File: src/rtl/smbh_pkg.sv
package smbh_pkg;
    localparam int DW  = 8;
    localparam int AW  = 4;
    localparam int EW  = 2 * DW;
    localparam int PW  = 3;
    localparam int SW  = DW - 1;
    localparam int XW  = 2;

    localparam logic [AW-1:0] OFS_STS = 4'h0;
    localparam logic [AW-1:0] OFS_CTL = 4'h2;
    localparam logic [AW-1:0] OFS_CMD = 4'h3;
    localparam logic [AW-1:0] OFS_ADR = 4'h4;
    localparam logic [AW-1:0] OFS_DLO = 4'h5;
    localparam logic [AW-1:0] OFS_DHI = 4'h6;
    localparam logic [AW-1:0] OFS_BLK = 4'h7;
    localparam logic [AW-1:0] OFS_AUX = 4'hD;

    localparam int CTL_IE    = 0;
    localparam int CTL_KILL  = 1;
    localparam int CTL_PLO   = 2;
    localparam int CTL_START = 6;

    localparam logic [DW-1:0] CTL_KEEP_MASK = 8'hBF;
    localparam logic [DW-1:0] CTL_READ_MASK = 8'h1F;
    localparam logic [DW-1:0] STS_W1C_MASK  = 8'hFE;

    typedef enum logic [PW-1:0] {
        PR_QUICK  = 3'd0,
        PR_BYTE   = 3'd1,
        PR_BDATA  = 3'd2,
        PR_WORD   = 3'd3,
        PR_PCALL  = 3'd4,
        PR_BLOCK  = 3'd5,
        PR_I2CBLK = 3'd6,
        PR_RSVD   = 3'd7
    } proto_e;

    typedef enum logic [1:0] {
        CAP_NONE,
        CAP_LOW,
        CAP_WORD,
        CAP_BLOCK
    } cap_e;

    typedef struct packed {
        logic byte_done;
        logic in_use;
        logic alert;
        logic failed;
        logic bus_err;
        logic dev_err;
        logic intr;
        logic busy;
    } stat_t;

    function automatic logic proto_ok(proto_e p);
        return p != PR_RSVD;
    endfunction

    function automatic cap_e capture_kind(proto_e p, logic rnw);
        case (p)
            PR_BYTE, PR_BDATA: return rnw ? CAP_LOW   : CAP_NONE;
            PR_WORD:           return rnw ? CAP_WORD  : CAP_NONE;
            PR_PCALL:          return CAP_WORD;
            PR_BLOCK:          return rnw ? CAP_BLOCK : CAP_NONE;
            PR_I2CBLK:         return CAP_BLOCK;
            default:           return CAP_NONE;
        endcase
    endfunction
endpackage

File: src/rtl/smbh_seq.sv
module smbh_seq
    import smbh_pkg::*;
(
    input  logic          clk,
    input  logic          rst,
    input  logic          ctl_wr,
    input  logic [DW-1:0] wdata,
    input  logic          busy,
    input  logic          dev_err,
    input  logic          eng_done,
    output logic          start_ok,
    output logic          bad_start,
    output logic          kill,
    output logic          done_ok,
    output proto_e        proto_q,
    output logic          req_q,
    output logic          abort_q
);
    proto_e wr_proto;
    logic   go;

    always_comb begin
        wr_proto  = proto_e'(wdata[CTL_PLO +: PW]);
        go        = ctl_wr && wdata[CTL_START] && !wdata[CTL_KILL] && !busy && !dev_err;
        start_ok  = go && proto_ok(wr_proto);
        bad_start = go && !proto_ok(wr_proto);
        kill      = ctl_wr && wdata[CTL_KILL];
        done_ok   = eng_done && busy;
    end

    always_ff @(posedge clk) begin
        if (rst) begin
            req_q   <= 1'b0;
            abort_q <= 1'b0;
            proto_q <= PR_QUICK;
        end else begin
            req_q   <= start_ok;
            abort_q <= kill;
            if (start_ok) proto_q <= wr_proto;
        end
    end
endmodule

File: src/rtl/smbh_status.sv
module smbh_status
    import smbh_pkg::*;
(
    input  logic          clk,
    input  logic          rst,
    input  logic          sts_wr,
    input  logic [DW-1:0] wdata,
    input  logic          start_ok,
    input  logic          bad_start,
    input  logic          kill,
    input  logic          done_ok,
    input  logic          nak,
    input  logic          bus_err,
    input  logic          alert,
    input  logic          block_rd,
    output stat_t         stat_q
);
    stat_t nxt;

    always_comb begin
        nxt = stat_q;
        if (sts_wr) nxt = stat_t'(stat_q & ~(wdata & STS_W1C_MASK));
        if (start_ok) nxt.busy = 1'b1;
        if (kill) begin
            nxt.busy   = 1'b0;
            nxt.failed = 1'b1;
        end
        if (done_ok) begin
            nxt.busy = 1'b0;
            if (nak) begin
                nxt.dev_err = 1'b1;
            end else begin
                nxt.intr = 1'b1;
                if (block_rd) nxt.byte_done = 1'b1;
            end
            if (bus_err) nxt.bus_err = 1'b1;
        end
        if (bad_start) nxt.dev_err = 1'b1;
        if (alert)     nxt.alert   = 1'b1;
    end

    always_ff @(posedge clk) begin
        if (rst) stat_q <= '0;
        else     stat_q <= nxt;
    end
endmodule

File: src/rtl/smbh_rdmux.sv
module smbh_rdmux
    import smbh_pkg::*;
(
    input  logic [AW-1:0] addr,
    input  stat_t         stat,
    input  logic [DW-1:0] ctl,
    input  logic [DW-1:0] cmd,
    input  logic [DW-1:0] adr,
    input  logic [DW-1:0] dlo,
    input  logic [DW-1:0] dhi,
    input  logic [DW-1:0] blk,
    input  logic [XW-1:0] aux,
    output logic [DW-1:0] rdata
);
    always_comb begin
        case (addr)
            OFS_STS: rdata = stat;
            OFS_CTL: rdata = ctl & CTL_READ_MASK;
            OFS_CMD: rdata = cmd;
            OFS_ADR: rdata = adr;
            OFS_DLO: rdata = dlo;
            OFS_DHI: rdata = dhi;
            OFS_BLK: rdata = blk;
            OFS_AUX: rdata = {{(DW-XW){1'b0}}, aux};
            default: rdata = '0;
        endcase
    end
endmodule

File: src/rtl/smbh_host.sv
module smbh_host
    import smbh_pkg::*;
(
    input  logic          clk,
    input  logic          rst,
    input  logic          reg_wr,
    input  logic [AW-1:0] reg_addr,
    input  logic [DW-1:0] reg_wdata,
    output logic [DW-1:0] reg_rdata,
    output logic          irq,
    output logic          eng_req,
    output logic          eng_abort,
    output logic [PW-1:0] eng_proto,
    output logic          eng_rnw,
    output logic [SW-1:0] eng_slave,
    output logic [DW-1:0] eng_cmd,
    output logic [EW-1:0] eng_wdata,
    input  logic          eng_done,
    input  logic          eng_nak,
    input  logic          eng_bus_err,
    input  logic [EW-1:0] eng_rdata,
    input  logic          eng_alert
);
    stat_t         stat_q;
    proto_e        proto_q;
    logic [DW-1:0] ctl_q, cmd_q, adr_q, dlo_q, dhi_q, blk_q;
    logic [XW-1:0] aux_q;
    logic          start_ok, bad_start, kill, done_ok;
    logic          ok_done, lock;
    cap_e          cap;

    smbh_seq u_seq (
        .clk(clk), .rst(rst),
        .ctl_wr(reg_wr && reg_addr == OFS_CTL),
        .wdata(reg_wdata),
        .busy(stat_q.busy), .dev_err(stat_q.dev_err),
        .eng_done(eng_done),
        .start_ok(start_ok), .bad_start(bad_start), .kill(kill), .done_ok(done_ok),
        .proto_q(proto_q), .req_q(eng_req), .abort_q(eng_abort)
    );

    always_comb begin
        cap     = capture_kind(proto_q, adr_q[0]);
        ok_done = done_ok && !eng_nak;
        lock    = stat_q.busy;
    end

    smbh_status u_status (
        .clk(clk), .rst(rst),
        .sts_wr(reg_wr && reg_addr == OFS_STS),
        .wdata(reg_wdata),
        .start_ok(start_ok), .bad_start(bad_start), .kill(kill), .done_ok(done_ok),
        .nak(eng_nak), .bus_err(eng_bus_err), .alert(eng_alert),
        .block_rd(cap == CAP_BLOCK),
        .stat_q(stat_q)
    );

    always_ff @(posedge clk) begin
        if (rst) begin
            ctl_q <= '0; cmd_q <= '0; adr_q <= '0;
            dlo_q <= '0; dhi_q <= '0; blk_q <= '0; aux_q <= '0;
        end else begin
            if (reg_wr) begin
                case (reg_addr)
                    OFS_CTL: ctl_q <= reg_wdata & CTL_KEEP_MASK;
                    OFS_AUX: aux_q <= reg_wdata[XW-1:0];
                    OFS_CMD: if (!lock) cmd_q <= reg_wdata;
                    OFS_ADR: if (!lock) adr_q <= reg_wdata;
                    OFS_DLO: if (!lock) dlo_q <= reg_wdata;
                    OFS_DHI: if (!lock) dhi_q <= reg_wdata;
                    OFS_BLK: if (!lock) blk_q <= reg_wdata;
                    default: ;
                endcase
            end
            if (ok_done) begin
                case (cap)
                    CAP_LOW:   dlo_q <= eng_rdata[DW-1:0];
                    CAP_WORD:  begin
                        dlo_q <= eng_rdata[DW-1:0];
                        dhi_q <= eng_rdata[EW-1:DW];
                    end
                    CAP_BLOCK: begin
                        dlo_q <= eng_rdata[DW-1:0];
                        blk_q <= eng_rdata[EW-1:DW];
                    end
                    default: ;
                endcase
            end
        end
    end

    smbh_rdmux u_rdmux (
        .addr(reg_addr), .stat(stat_q), .ctl(ctl_q), .cmd(cmd_q), .adr(adr_q),
        .dlo(dlo_q), .dhi(dhi_q), .blk(blk_q), .aux(aux_q), .rdata(reg_rdata)
    );

    always_comb begin
        irq       = ctl_q[CTL_IE] && (stat_q[DW-1:1] != '0);
        eng_proto = proto_q;
        eng_rnw   = adr_q[0];
        eng_slave = adr_q[DW-1:1];
        eng_cmd   = cmd_q;
        eng_wdata = {dhi_q, dlo_q};
    end
endmodule

File: config.mk
export PLATFORM = sky130hd
export DESIGN_NAME = smbh_host
export DESIGN_NICKNAME = d
export VERILOG_FILES = /design/src/rtl/smbh_pkg.sv /design/src/rtl/smbh_seq.sv /design/src/rtl/smbh_status.sv /design/src/rtl/smbh_rdmux.sv /design/src/rtl/smbh_host.sv
export SDC_FILE = /design/constraint.sdc
export NUM_CORES = 1
export LEC_CHECK = 0
export BUFFER_PORTS_ARGS = -buffer_cell sky130_fd_sc_hd__buf_2
export CORE_ASPECT_RATIO = 0.6
export CORE_MARGIN = 2
export CORE_UTILIZATION = 39
export DETAILED_ROUTE_END_ITERATION = 8
export HOLD_SLACK_MARGIN = 0.15
export SLEW_MARGIN = 10
export SYNTH_ARGS = -nofsm -noshare
export SYNTH_HDL_FRONTEND = slang
export SYNTH_SLANG_ARGS = --single-unit
export TNS_END_PERCENT = 20
File: constraint.sdc
create_clock -name clk -period 1.6 [get_ports clk]
set_input_delay 0.08 -clock clk [delete_from_list [all_inputs] [get_ports clk]]
set_output_delay 0.08 -clock clk [all_outputs]
set_load 0.1 [all_outputs]
==> flow_metrics.env <==
export IMPL_ys_warnings_count=0
export IMPL_yosysMostFrequentCell="dfxtp_1"
export IMPL_grt_max_degree=36
export IMPL_rows=25
export IMPL_maxCapViolations=0
export IMPL_fin_ws_ps=-140
export IMPL_core_area_mm2=0.00779
export IMPL_grt_pass1_wl_mm=18.0
export IMPL_dr_pass1_iters=6
export IMPL_vias=3393
export IMPL_ant_nets=0
export IMPL_clock_latency_ps=330
export IMPL_worst_slew_margin_rel_pct=52.0
export IMPL_finalHoldViolCount=0
export IMPL_power_density_mw_per_mm2=917
export IMPL_clk_pin_slew_ps=50
export IMPL_leakage_nw=1.89
export IMPL_hold_class="primary input to flip-flop"
export IMPL_synth_distinct_cells=53
export IMPL_synth_edf_count=0
export IMPL_synth_compound_area_share_pct=20.3
export IMPL_outcome="finished, violations left"
export IMPL_die_h_um=73.2
export IMPL_slew_viol_final=0
export IMPL_path_max_fanout=3
export IMPL_post_place_ws_ps=-74.9
export IMPL_grt_usage_pct=27.9
export IMPL_area_growth_pct=46.9
export IMPL_yosys_area_top_type="dfxtp_1"
export IMPL_cts_hold_buf=26
export IMPL_irDropWorstVdd_uv=558
export IMPL_syn_avg_cell_area_um2=8.35
export IMPL_skew_ps=6.28
export IMPL_drcViolationCount=0
export IMPL_clock_fmax_ghz=0.575
export IMPL_antenna_cells=0
export IMPL_synth_adder_area_share_pct=0
export IMPL_fillers=731
export IMPL_wl_mm=11.9
export IMPL_drtIter0Drc=249
export IMPL_grt_overflow=0
export IMPL_syn_area_mm2=0.00311
export IMPL_cts_sinks=60
export IMPL_drt_wirelength_per_cell_um=20.0
export IMPL_dp_hpwl_mm=8.30
export IMPL_setup_violations=5
export IMPL_cp_start_kind="flip-flop"
export IMPL_die_area_mm2=0.00872
export IMPL_grt_antenna_before_repair=1
export IMPL_synth_simple_area_share_pct=28.1
export IMPL_synthFlopType="dfxtp_1"
export IMPL_synth_top_family_by_area="simple AND/OR/NAND/NOR gates"
export IMPL_max_slew_worst_pin_slew_ps=720
export IMPL_synth_seq_cells=60
export IMPL_port_buffers=80
export IMPL_synthTopCellsByCount="dfxtp_1 (60), nand2_1 (58), nand3_1 (43), nor2_1 (38), a21oi_1 (27)"
export IMPL_cp_arrival_ps=1660
export IMPL_yosysSeqAreaShare_pct=38.6
export IMPL_via_per_inst=5.70
export IMPL_crit_path_end_kind="primary output"
export IMPL_muxShareOfSynthArea_pct=5.96
export IMPL_post_route_util_pct=58.6
export IMPL_fin_nets=517
export IMPL_initial_core_util_pct=39.9
export IMPL_clockBufferDepth=2
export IMPL_grt_setup_unrepaired="yes"
export IMPL_violations="negative setup slack"
export IMPL_io_pins=81
export IMPL_grt_pass1_vias=3180
export IMPL_cts_buffers=9
export IMPL_synthCells=372
export IMPL_cts_tree="yes"
export IMPL_cts_root_buf="clkbuf_16"
export IMPL_crit_type="flip-flop to primary output"
export IMPL_synth_top_cells_by_area="dfxtp_1 (39%), nand2_1 (7.0%), nand3_1 (6.9%)"
export IMPL_netlist_area_leader_share_pct=38.6
export IMPL_synth_xor_area_share_pct=0
export IMPL_gp_congestion=0.935
export IMPL_h_tree_depth=3
export IMPL_async_reset_ff_share_pct=0
export IMPL_period_minus_slack_ps=1740
export IMPL_die_w_um=119
export IMPL_post_route_cells_drive_above_1_share_pct=37.8
export IMPL_synth_nets=407
export IMPL_post_route_period_util_pct=109
export IMPL_crit_required_ps=1520
-- through the flow --
step                      power [mW]  setup TNS [ps]  instances  instance area [um^2]  hold WS [ps]
after floorplan                 1.82            -777        372                  3190           184
after global placement          1.97            -177        552                  3840           294
after detailed placement        1.97            -193        552                  3840           300
after CTS                       4.21            -436        595                  4510          96.2
after global routing            4.32            -598        595                  4570           112
final                           4.19            -354        595                  4570           118
-- layer usage --
metal / vias to the layer above / GRT usage [%] / wire [um]
met5: - / 0 / 13
met4: 2 / 6.88 / 133
met3: 13 / 9.14 / 1360
met2: 182 / 38.4 / 4660
met1: 1609 / 41.4 / 5730
li1: 1587 / - / -
-- critical path, cell delays in order (launching register included) --
cell and delay, ps:
dfxtp_2 320, mux2_4 290, a22oi_2 140, nor3b_2 70, a211o_4 330, buf_12 170
-- layout make-up --
type                       instances  area, um^2  share of cell area [%]
multi-input combinational        277        1850                    40.4
sequential                        60        1240                    27.1
timing repair buffer             132        1000                    22.0
clock buffer                      12         267                    5.84
tap                              108         135                    2.96
clock inverter                     4        70.1                    1.53
inverter                           2        7.51                   0.164
-- placed cells by master, fill, tap and decap left out, drive strengths merged, types with 2 or more instances in the layout --
cell type	n
a211oi	8
and3	2
a221oi	3
mux2i	14
a32oi	3
nand2	58
buf	103
nor3	4
bufinv	2
mux2	4
nor4b	2
nor3b	4
a22oi	9
inv	2
a21oi	27
a222oi	3
nand3	44
a22o	3
nor4	4
dfxtp	60
clkbuf	15
a21boi	2
nor2b	5
and4bb	3
o22ai	2
nor2	38
and3b	2
clkinv	2
a311oi	17
dlygate4sd3	26
-- power by group --
group / switching, mW / total (mW) / leakage (nW) / internal (mW)
clock network: 0.691 / 2.18 / 0.169 / 1.48
registers: 0.0195 / 1.53 / 0.496 / 1.51
logic: 0.313 / 0.484 / 1.22 / 0.171
total: 1.02 / 4.19 / 1.89 / 3.16
-- worst paths after layout --
kind / slack (ps) / cells past startpoint / from / endpoint
hold reg to reg: 450 / 2 / ctl_q[4] / ctl_q[4]
setup / recovery: -140 / 5 / dlo_q[4] / reg_rdata[4]
setup reg to reg: -40 / 4 / u_status.stat_q[0] / u_seq.proto_q[2]
hold / removal: 120 / 3 / reg_wdata[1] / u_seq.req_q
-- registers in the layout, indices dropped and copies added, names as in the netlist --
register,count
blk_q,8
u_seq.abort_q,1
eng_cmd,8
adr_q,8
u_status.stat_q,8
dlo_q,8
aux_q,2
dhi_q,8
u_seq.proto_q,3
ctl_q,5
u_seq.req_q,1
-- repair_timing --
| item | 4_1_cts | 5_1_grt |
|---|---|---|
| setup buffers | 1 | 0 |
| cloned | 0 | 0 |
| resized for setup | 11 | 18 |
| endpoints found under the setup margin | 9 | 41 |
| pin swaps | 3 | 7 |
| endpoints found under the hold margin | 39 | 1 |
-- kinds of logic after synthesis --
logic type | count (synthesis)
flip-flops | 60
multiplexers | 18
AND/OR/NAND/NOR | 173
buffers and inverters | 35
AO/OA/AOI/OAI | 86
Note: power is estimated with default switching activity, not from simulation.
